==> config.mk <==
export PLATFORM = sky130hd
export DESIGN_NAME = edge_irq_trigger
export DESIGN_NICKNAME = d
export VERILOG_FILES = /design/src/rtl/edge_irq_pkg.sv /design/src/rtl/edge_irq_cfg.sv /design/src/rtl/edge_irq_detect.sv /design/src/rtl/edge_irq_req.sv /design/src/rtl/edge_irq_trigger.sv
export SDC_FILE = /design/constraint.sdc
export NUM_CORES = 1
export LEC_CHECK = 0
export ABC_AREA = 1
export BUFFER_PORTS_ARGS = -buffer_cell sky130_fd_sc_hd__buf_2
export CORE_UTILIZATION = 43
export DETAILED_ROUTE_END_ITERATION = 16
export PLACE_DENSITY = 0.8
export SYNTH_ARGS = -nofsm -noshare
export SYNTH_HDL_FRONTEND = slang
export SYNTH_HIERARCHICAL = 1
export SYNTH_SLANG_ARGS = --single-unit
==> constraint.sdc <==
create_clock -name clk_i -period 1.47 [get_ports clk_i]
set_clock_uncertainty 0.2 [all_clocks]
set_input_delay 0.2205 -clock clk_i [delete_from_list [all_inputs] [get_ports clk_i]]
set_output_delay 0.2205 -clock clk_i [all_outputs]
set_load 0.02 [all_outputs]
==> src/rtl/edge_irq_pkg.sv <==
package edge_irq_pkg;

  // Flags for the two kinds of transition, produced by the edge stage.
  typedef struct packed {
    logic rise;
    logic fall;
  } edge_flags_t;

  // Fewest flops accepted in the synchronizer chain.
  localparam int unsigned MIN_SYNC_STAGES = 2;

  // Width of a source code that covers N_EXT lines, the global trigger and "none".
  function automatic int unsigned src_code_width(input int unsigned n_ext);
    return $clog2(n_ext + 2);
  endfunction

endpackage

==> src/rtl/edge_irq_cfg.sv <==
module edge_irq_cfg #(
  parameter int unsigned N_EXT = 6,
  parameter int unsigned SEL_W = 3
) (
  input  logic             clk_i,
  input  logic             rst_ni,
  input  logic             we_i,
  input  logic [SEL_W-1:0] src_i,
  input  logic             rise_i,
  input  logic             fall_i,
  output logic [SEL_W-1:0] src_o,
  output logic             rise_o,
  output logic             fall_o,
  output logic             src_load_o
);

  localparam logic [SEL_W-1:0] SRC_NONE = SEL_W'(N_EXT + 1);

  logic [SEL_W-1:0] src_q;
  logic             rise_q;
  logic             fall_q;

  always_ff @(posedge clk_i or negedge rst_ni) begin
    if (!rst_ni) begin
      src_q  <= SRC_NONE;
      rise_q <= 1'b0;
      fall_q <= 1'b0;
    end else if (we_i) begin
      src_q  <= src_i;
      rise_q <= rise_i;
      fall_q <= fall_i;
    end
  end

  // Only a change of source code restarts the blanking window.
  assign src_load_o = we_i && (src_i != src_q);
  assign src_o      = src_q;
  assign rise_o     = rise_q;
  assign fall_o     = fall_q;

endmodule

==> src/rtl/edge_irq_detect.sv <==
module edge_irq_detect
  import edge_irq_pkg::*;
#(
  parameter int unsigned N_EXT       = 6,
  parameter int unsigned SEL_W       = 3,
  parameter int unsigned SYNC_STAGES = 2
) (
  input  logic             clk_i,
  input  logic             rst_ni,
  input  logic [N_EXT-1:0] ext_i,
  input  logic             glb_i,
  input  logic [SEL_W-1:0] src_i,
  input  logic             src_none_i,
  input  logic             rise_en_i,
  input  logic             fall_en_i,
  input  logic             src_load_i,
  output edge_flags_t      flags_o,
  output logic             blanking_o
);

  localparam int unsigned CAND_N = 1 << SEL_W;
  localparam int unsigned BLK_W  = $clog2(SYNC_STAGES + 2);
  localparam logic [BLK_W-1:0] BLK_LOAD = BLK_W'(SYNC_STAGES + 1);

  // Candidate vector padded to a power of two so any code indexes safely.
  logic [CAND_N-1:0] cand;

  for (genvar gi = 0; gi < CAND_N; gi++) begin : g_cand
    if (gi < N_EXT) begin : g_ext
      assign cand[gi] = ext_i[gi];
    end else if (gi == N_EXT) begin : g_glb
      assign cand[gi] = glb_i;
    end else begin : g_off
      assign cand[gi] = 1'b0;
    end
  end

  logic raw;
  assign raw = cand[src_i];

  // A single synchronizer chain behind the multiplexer.
  logic [SYNC_STAGES-1:0] sync_q;
  logic                   lvl;
  logic                   prev_q;

  always_ff @(posedge clk_i or negedge rst_ni) begin
    if (!rst_ni) begin
      sync_q <= '0;
      prev_q <= 1'b0;
    end else begin
      sync_q <= {sync_q[SYNC_STAGES-2:0], raw};
      prev_q <= lvl;
    end
  end

  assign lvl = sync_q[SYNC_STAGES-1];

  // Blanking counter: covers the chain refill plus the reload of prev_q.
  logic [BLK_W-1:0] blk_q;

  always_ff @(posedge clk_i or negedge rst_ni) begin
    if (!rst_ni) begin
      blk_q <= '0;
    end else if (src_load_i) begin
      blk_q <= BLK_LOAD;
    end else if (blk_q != '0) begin
      blk_q <= blk_q - 1'b1;
    end
  end

  logic armed;
  assign armed      = (blk_q == '0) && !src_none_i;
  assign blanking_o = (blk_q != '0);

  always_comb begin
    flags_o.rise = armed && rise_en_i &&  lvl && !prev_q;
    flags_o.fall = armed && fall_en_i && !lvl &&  prev_q;
  end

endmodule

==> src/rtl/edge_irq_req.sv <==
module edge_irq_req (
  input  logic clk_i,
  input  logic rst_ni,
  input  logic set_i,
  input  logic clr_i,
  output logic irq_n_o
);

  logic req_q;

  // A new edge outranks a clear in the same cycle.
  always_ff @(posedge clk_i or negedge rst_ni) begin
    if (!rst_ni) begin
      req_q <= 1'b0;
    end else if (set_i) begin
      req_q <= 1'b1;
    end else if (clr_i) begin
      req_q <= 1'b0;
    end
  end

  assign irq_n_o = ~req_q;

endmodule

==> src/rtl/edge_irq_trigger.sv <==
module edge_irq_trigger
  import edge_irq_pkg::*;
#(
  parameter  int unsigned N_EXT       = 6,
  parameter  int unsigned SYNC_STAGES = MIN_SYNC_STAGES,
  localparam int unsigned SEL_W       = src_code_width(N_EXT)
) (
  input  logic             clk_i,
  input  logic             rst_ni,
  input  logic             cfg_we_i,
  input  logic [SEL_W-1:0] cfg_src_i,
  input  logic             cfg_rise_i,
  input  logic             cfg_fall_i,
  input  logic [N_EXT-1:0] ext_clk_i,
  input  logic             glb_trig_i,
  input  logic             irq_clr_i,
  output logic             irq_n_o
);

  localparam logic [SEL_W-1:0] SRC_NONE = SEL_W'(N_EXT + 1);

  logic [SEL_W-1:0] src_q;
  logic             rise_q;
  logic             fall_q;
  logic             src_load;
  logic             src_none;
  logic             blanking;
  logic             hit;
  edge_flags_t      flags;

  edge_irq_cfg #(
    .N_EXT (N_EXT),
    .SEL_W (SEL_W)
  ) cfg_i (
    .clk_i      (clk_i),
    .rst_ni     (rst_ni),
    .we_i       (cfg_we_i),
    .src_i      (cfg_src_i),
    .rise_i     (cfg_rise_i),
    .fall_i     (cfg_fall_i),
    .src_o      (src_q),
    .rise_o     (rise_q),
    .fall_o     (fall_q),
    .src_load_o (src_load)
  );

  assign src_none = (src_q == SRC_NONE);

  edge_irq_detect #(
    .N_EXT       (N_EXT),
    .SEL_W       (SEL_W),
    .SYNC_STAGES (SYNC_STAGES)
  ) det_i (
    .clk_i      (clk_i),
    .rst_ni     (rst_ni),
    .ext_i      (ext_clk_i),
    .glb_i      (glb_trig_i),
    .src_i      (src_q),
    .src_none_i (src_none),
    .rise_en_i  (rise_q),
    .fall_en_i  (fall_q),
    .src_load_i (src_load),
    .flags_o    (flags),
    .blanking_o (blanking)
  );

  assign hit = flags.rise | flags.fall;

  edge_irq_req req_i (
    .clk_i   (clk_i),
    .rst_ni  (rst_ni),
    .set_i   (hit),
    .clr_i   (irq_clr_i),
    .irq_n_o (irq_n_o)
  );

endmodule

==> results of run 1 <==
## cell usage in the layout (no fill, tap or decap), drive strengths merged
cell type    synthesis  layout
clkbuf               0       4
dfrtp                8       8
a21oi                2       2
inv                 21      21
or2                  2       2
nor2                 3       3
o21ai                4       4
nor3                 2       2
nand2               34      34
dlygate4sd3          0       7
xor2                 1       1
nand3                4       4
buf                  0      19
dfstp                3       3
ha                   1       1
## power groups by stage
stage / combinational [mW] / clock (mW) / sequential [mW]
2_1_floorplan: 0.106 / 0 / 0.390
3_3_place_gp: 0.172 / 0 / 0.392
3_5_place_dp: 0.186 / 0 / 0.394
4_1_cts: 0.200 / 0.214 / 0.390
5_1_grt: 0.238 / 0.223 / 0.397
6_report: 0.205 / 0.204 / 0.391
## per-layer routing
metal | vias up | GRT usage | share of wire
met4 | 0 | 0.02586 | 0
met5 | - | 0 | 0
li1 | 309 | - | -
met2 | 11 | 0.4125 | 0.54
met3 | 0 | 0.1040 | 0.054
met1 | 256 | 0.2043 | 0.40
## stage by stage
stage          hold slack, ns  instances
4_1_cts               0.01608        130
6_report              0.02441        129
5_1_grt               0.04337        129
2_1_floorplan         -0.2751         85
3_3_place_gp          -0.1067        119
3_5_place_dp         -0.09803        119
## cells by family (layout without fill, tap and decap cells)
| group | after synthesis | after routing | synth area share |
|---|---|---|---|
| xor gates and xnor gates | 1 | 1 | 0.01483 |
| buffers and inverters | 21 | 51 | 0.1335 |
| adders and majority gates | 1 | 1 | 0.02118 |
| AOI/OAI and AO/OA | 6 | 6 | 0.05085 |
| and+or+nand+nor | 45 | 45 | 0.3072 |
| DFF | 11 | 11 | 0.4725 |
## flip-flops by register name (all words and copies together), names as in the netlist
signal	flops
cfg_i/rise_o	1
det_i/sync_q	2
det_i/blk_q	2
cfg_i/fall_o	1
req_i/req_q	1
cfg_i/src_o	3
det_i/prev_q	1
## worst max-delay path: cells and delay by family, from the launching register on
family	cells	cell delay, ns
adders and majority gates	1	0.18
buffers and inverters	3	0.13
DFF	1	0.39
and+or+nand+nor	4	0.48
## what timing repair did
action | CTS | global route
resized for setup | 0 | 3
hold buffers | 7 | 0
setup endpoints to repair | 0 | 3
endpoints found under the hold margin | 17 | 0
## final cells by class
cell class                      instances  area, µm²  share of cell area
Multi-Input combinational cell         53      235.2              0.2883
Inverter                               21      78.83             0.09663
Tap cell                               14      17.52             0.02147
Clock buffer                            4      26.28             0.03221
Sequential cell                        11      279.0              0.3420
Timing Repair Buffer                   26      178.9              0.2193
## worst max-delay path by stage
stage / start / cells past startpoint / slack, ns / to
finish: det_i/blk_q[0]$_DFFE_PN0P_ / 8 / 0.04 / req_i/req_q$_DFFE_PN0P_
global placement: cfg_i/src_o[1]$_DFFE_PN1P_ / 7 / 0.05 / req_i/req_q$_DFFE_PN0P_
floorplan: cfg_i/src_o[0]$_DFFE_PN1P_ / 7 / 0.05 / req_i/req_q$_DFFE_PN0P_
CTS: cfg_src_i[2] / 7 / 0.02 / det_i/blk_q[0]$_DFFE_PN0P_
global route: det_i/blk_q[0]$_DFFE_PN0P_ / 8 / -0.08 / req_i/req_q$_DFFE_PN0P_
detailed placement: cfg_i/src_o[1]$_DFFE_PN1P_ / 7 / 0.04 / req_i/req_q$_DFFE_PN0P_
==> metrics.cfg, run 1 <==
[logic_synthesis]
synth_commonest_cells = 34 x nand2_1, 19 x inv_1, 8 x dfrtp_1
yosys.cell_count.top_type = nand2_1
synth_enable_flop_cells = 0
synth_top_cell_area_share = 0.3390
synth-seq-cells = 11
mapped_cell_area_um2 = 590.6
synth-main-ff-cell = dfrtp_1
synthesis.area_per_instance_um2 = 6.948
synthArstFlopShare = 1.000
netlist-cell-type-count = 13
yosys_warnings = 6
postSynthCellCount = 85
synthesis.nets = 102
netlist.top_cell.by_area = dfrtp_1
seq_area_frac_synth = 0.4725
synth_area_leaders = dfrtp_1 34%, nand2_1 22%, dfstp_2 13%

[placed_design]
dpl.hpwl_um = 898.4
post-place-ws_ns = 0.04005
placement.cell_area_um2 = 718.2
place.gp.congestion = 0.7626
buffer_ports.inserted = 16

[status]
status = finished clean

[worst_setup_path]
path_class = flip-flop to flip-flop
regToRegSetupSlack_ns = 0.04
r2r_start = det_i/blk_q[0]$_DFFE_PN0P_
count_of_cells_along_the_worst_register_to_register_path = 8
setup.worst_path.end_class = flip-flop
cp_max_fo = 3
timing.critical_path.slowest_cell_delay_ns = 0.39
cell_by_cell_trace_of_the_critical_path = inv_1, ha_2, inv_2, or2_1, nor3_1, or2_1, inv_1, nand2_1
startpoint_type = flip-flop
timing.critical_path.required_ns = 1.48
critical_path.slowest_cell = dfrtp_1
worst_ep_arrival_time_ns = 1.44
crit-reg2reg-capture = req_i/req_q$_DFFE_PN0P_

[finish]
drive_above_1_share = 0.2435
fill_cells = 108
num-nets-final = 133
final_cell_area_um2 = 815.8
antennaDiodeCount = 0
final_cell_utilization_of_the_core = 0.6878
area_growth_pct = 38.14

[clock_tree]
cts_setup_buffers = 0
cts_sinks = 11
clock_latency_ns = 0.26
cts_made_buffers = 3
worst_setup_hold_path_clk_slew_ns = 0.07
clock_tree.buffer_depth = 2
cts-root-buf = clkbuf_4
cts_max_level = 1
tritoncts_clock_tree = done

[global_routing]
antenna_found_initial = 0
first_global_vias = 574
grt_start_max_net_pins = 12
first_pass_grt_wire_length_um = 2125
gr-usage-all-layers = 0.2138
overflow = 0

[sta]
max_freq_ghz = 0.6975
setup_viol = 0
timing_max_transition_violations_final = 0
finalCritPeriodShare = 0.9754
finalSetupTns_ns = 0
fin_crit_ns = 1.434
slew-limit-headroom = 0.8322
setup_repair_after_global_routing_missed_its_margin = true
final.setup.worst_slack_ns = 0.03623
hold_violations = 0
worst_pin_slew_ns = 0.2517

[routing]
drt_wl_total_um = 1238
drt-initial-drc-count = 8
post_drt_wl_per_cell_um = 9.597
detail_route.first_pass.iterations = 4
drcViolationCount = 0
routed_via_density = 4.465
detail-route-antenna-nets = 0
vias = 576

[power]
netSwitchingFraction = 0.2944
internal-power_mw = 0.5641
power_frac_seq = 0.489
p_total_mw = 0.7995
p_leak_nw = 0.4779
peakVddDrop_mv = 0.6221
clock_power_share = 0.255
powerDensity_mw_per_mm2 = 980.0
pwr-share-comb = 0.256
power_switching_mw = 0.2354

[floorplan]
core-area_mm2 = 0.001186
die_area_mm2 = 0.001526
io-pin-count = 17
initial_utilization = 0.4979
die_y_um = 39.06
die-width_um = 39.06
rows = 12

[min_path]
hold_start = cfg_we_i
worstHoldPathCells = 3
hold_path.class = primary input to flip-flop
whs_endpoint = cfg_i/src_o[2]$_DFFE_PN1P_

[job]
drv_cap = 0

(Power assumes the default switching activity.)
==> inputs of run 2 (changes only) <==
--- a/config.mk
+++ b/config.mk
@@ -12,5 +12,4 @@
 export PLACE_DENSITY = 0.8
 export SYNTH_ARGS = -nofsm -noshare
 export SYNTH_HDL_FRONTEND = slang
-export SYNTH_HIERARCHICAL = 1
 export SYNTH_SLANG_ARGS = --single-unit
==> run 2 against run 1 <==
Compared with the run above: routed wire length down 9.8%; global-route usage is 1.9 points lower; setup slack improved by 0.15 ns; combinational power up 2%; area after synthesis shrank 4.9%; hold slack got worse by 0.0073 ns; maximum frequency grew 11%; sequential power increased by 1%; first-iteration DRC count increased by 13%; largest power group unchanged; highest routed layer is now met4.
==> metrics.cfg, run 2 <==
[status]
status = finished clean

[global_routing]
grt_start_max_net_pins = 12  ; unchanged
antenna_found_initial = 0  ; unchanged
gr-usage-all-layers = 0.1948  ; -0.01895
first_pass_grt_wire_length_um = 1842  ; -13%
overflow = 0  ; unchanged
first_global_vias = 508  ; -11%

[routing]
detail-route-antenna-nets = 0  ; unchanged
drt_wl_total_um = 1117  ; -9.8%
vias = 526  ; -8.7%
drcViolationCount = 0  ; unchanged
drt-initial-drc-count = 9  ; +1
routed_via_density = 4.739  ; +6.1%
detail_route.first_pass.iterations = 4  ; unchanged
post_drt_wl_per_cell_um = 10.06  ; +4.9%

[finish]
antennaDiodeCount = 0  ; unchanged
most-common-layout-cells = 27 x nand2_1, 16 x buf_2, 13 x inv_1
drive_above_1_share = 0.2474  ; +0.003944
area_growth_pct = 30.73
num-nets-final = 115  ; -14%
flip_flop_count_of_the_largest_register_all_copies_and_words_added = 3  ; unchanged
footprint_of_the_multi_input_gates_um2 = 219.0  ; -6.9%
final_cell_area_um2 = 734.5  ; -10%
fill_cells = 102  ; -5.6%
register_area_um2 = 279.0  ; unchanged
layout_commonest_cell = nand2_1

[logic_synthesis]
netlist-cell-type-count = 15  ; +2
postSynthCellCount = 72  ; -15%
yosys_warnings = 0  ; -6
seq_area_frac_synth = 0.4967  ; +0.02420
synth-main-ff-cell = dfrtp_1
netlist.top_cell.by_area = dfrtp_1
synthesis.area_per_instance_um2 = 7.803  ; +12%
synthArstFlopShare = 1.000  ; unchanged
synth_enable_flop_cells = 0  ; unchanged
synth_top_cell_area_share = 0.3563  ; +0.01736
synth-seq-cells = 11  ; unchanged
synth_area_leaders = dfrtp_1 36%, nand2_1 18%, dfstp_2 14%
synth_commonest_cells = 27 x nand2_1, 13 x inv_1, 8 x dfrtp_1
synthesis.nets = 89  ; -13%
mapped_cell_area_um2 = 561.8  ; -4.9%
yosys.cell_count.top_type = nand2_1

[floorplan]
io-pin-count = 17  ; unchanged
core-area_mm2 = 0.001156  ; -2.5%
die-width_um = 38.15  ; -2.3%
die_y_um = 38.15  ; -2.3%
die_area_mm2 = 0.001455  ; -4.6%
rows = 12  ; unchanged
initial_utilization = 0.4859  ; -0.01196

[power]
netSwitchingFraction = 0.3045  ; +0.01010
power_switching_mw = 0.2465  ; +4.8%
peakVddDrop_mv = 0.5775  ; -7.2%
pwr-share-comb = 0.258  ; +0.002
power_frac_seq = 0.489  ; about the same
internal-power_mw = 0.5632  ; -0.17%
p_total_mw = 0.8098  ; +1.3%
p_leak_nw = 0.4205  ; -12%
clock_power_share = 0.253  ; -0.002
powerDensity_mw_per_mm2 = 1103  ; +12%

[worst_setup_path]
setup.worst_path.end_class = flip-flop
startpoint_type = primary input
cp_max_fo = 3  ; unchanged
timing.critical_path.slowest_cell_delay_ns = 0.54  ; +0.15 ns
regToRegSetupSlack_ns = 0.21  ; +0.17 ns
critical_path.slowest_cell = dlygate4sd3_1
cell_by_cell_trace_of_the_critical_path = dlygate4sd3_1, buf_2, inv_1, nand2_1, nand2_1, nand3_1, nand2_1, nand2_1
path_class = primary input to flip-flop
timing.critical_path.mode_cell = nand2_1
timing.critical_path.required_ns = 1.43  ; -0.05 ns
worst_ep_arrival_time_ns = 1.24  ; -0.20 ns

[clock_tree]
cts_sinks = 11  ; unchanged
clock_latency_ns = 0.27  ; about the same
clock_tree.buffer_depth = 2  ; unchanged
cts_max_level = 1  ; unchanged
cts_made_buffers = 3  ; unchanged
tritoncts_clock_tree = done
worst_setup_hold_path_clk_slew_ns = 0.07  ; about the same
postCtsHoldBufs = 6  ; -1
postCtsResizedCells = 0  ; unchanged
cts-root-buf = clkbuf_4
cts_setup_buffers = 0  ; unchanged

[sta]
worst_pin_slew_ns = 0.2403  ; -0.01138 ns
final.setup.worst_slack_ns = 0.1823  ; +0.1461 ns
finalCritPeriodShare = 0.8760  ; -0.09938
fin_crit_ns = 1.288  ; -0.1461 ns
holdWs_ns = 0.01715  ; -0.007258 ns
setup_repair_after_global_routing_missed_its_margin = false
slew-limit-headroom = 0.8398  ; +0.007583
finalSetupTns_ns = 0  ; unchanged
hold_violations = 0  ; unchanged
setup_viol = 0  ; unchanged
max_freq_ghz = 0.7766  ; +11%
timing_max_transition_violations_final = 0  ; unchanged

[min_path]
hold_path.class = primary input to flip-flop

[placed_design]
post-place-ws_ns = 0.2207  ; +0.1806 ns
buffer_ports.inserted = 16  ; unchanged
place.gp.congestion = 0.8117  ; +6.4%
placement.cell_area_um2 = 648.1  ; -9.8%
dpl.hpwl_um = 862.9  ; -4.0%

[job]
drv_cap = 0  ; unchanged

## run 2: cell types whose count changed in the layout (fill, tap and decap cells not counted), moves of 2 or more
cell | previous run | this run
nor2_1 | 3 | 1
nor3_1 | 2 | 0
o21ai_0 | 3 | 6
or2_1 | 2 | 0
nand2_1 | 34 | 27
buf_4 | 3 | 0
inv_1 | 19 | 13
nand3_1 | 4 | 6
## run 2: critical path, delay by kind of cell
family                 cells  cell delay, ns
AND/OR/NAND/NOR            5            0.30
buffers and inverters      3            0.71
## run 2: metal layers
metal	GRT usage	up-vias	wire (µm)
li1	-	270	-
met1	0.1661	244	466
met2	0.3898	10	599
met3	0.08721	2	39
met4	0.05357	0	11
met5	0	-	0
## run 2: cell type report
| class | count | share of cell area |
|---|---|---|
| sequential | 11 | 0.3799 |
| timing repair buffer | 22 | 0.1908 |
| clock buffer | 4 | 0.03578 |
| tap | 14 | 0.02385 |
| inverter | 14 | 0.07155 |
| multi-input combinational | 46 | 0.2981 |
## run 2: path summary, 6_finish.rpt
path / from / endpoint / cells after the start
setup / recovery: cfg_src_i[2] / det_i.blk_q[0]$_DFFE_PN0P_ / 8
hold / removal: cfg_src_i[0] / cfg_i.src_o[0]$_DFFE_PN1P_ / 3
setup reg to reg: cfg_i.src_o[0]$_DFFE_PN1P_ / det_i.sync_q[0]$_DFF_PN0_ / 7
hold reg to reg: det_i.sync_q[0]$_DFF_PN0_ / det_i.sync_q[1]$_DFF_PN0_ / 0
max in group asynchronous: rst_ni / cfg_i.src_o[0]$_DFFE_PN1P_ / 2
min in group asynchronous: rst_ni / det_i.blk_q[1]$_DFFE_PN0P_ / 2
## run 2: stage by stage
step	instances	utilization
6_report	111	0.6353
5_1_grt	111	0.6353
4_1_cts	111	0.6353
3_5_place_dp	101	0.5606
3_3_place_gp	101	0.5606
2_1_floorplan	72	-
## run 2: power groups by stage
| stage | Combinational, mW | Clock [mW] | Sequential [mW] |
|---|---|---|---|
| 6_report | 0.209 | 0.205 | 0.396 |
| 5_1_grt | 0.246 | 0.229 | 0.401 |
| 3_5_place_dp | 0.199 | 0 | 0.403 |
| 2_1_floorplan | 0.140 | 0 | 0.392 |
| 3_3_place_gp | 0.185 | 0 | 0.396 |
| 4_1_cts | 0.212 | 0.214 | 0.397 |
## run 2: kinds of logic after synthesis
| kind of cell | share of synthesized area |
|---|---|
| adder cells (fa/ha/maj) | 0.02227 |
| XOR/XNOR | 0.03119 |
| flip-flops | 0.4967 |
| AO/OA/AOI/OAI | 0.07572 |
| AND/OR/NAND/NOR | 0.2405 |
| multiplexers | 0.02004 |
| buffers and inverters | 0.1136 |
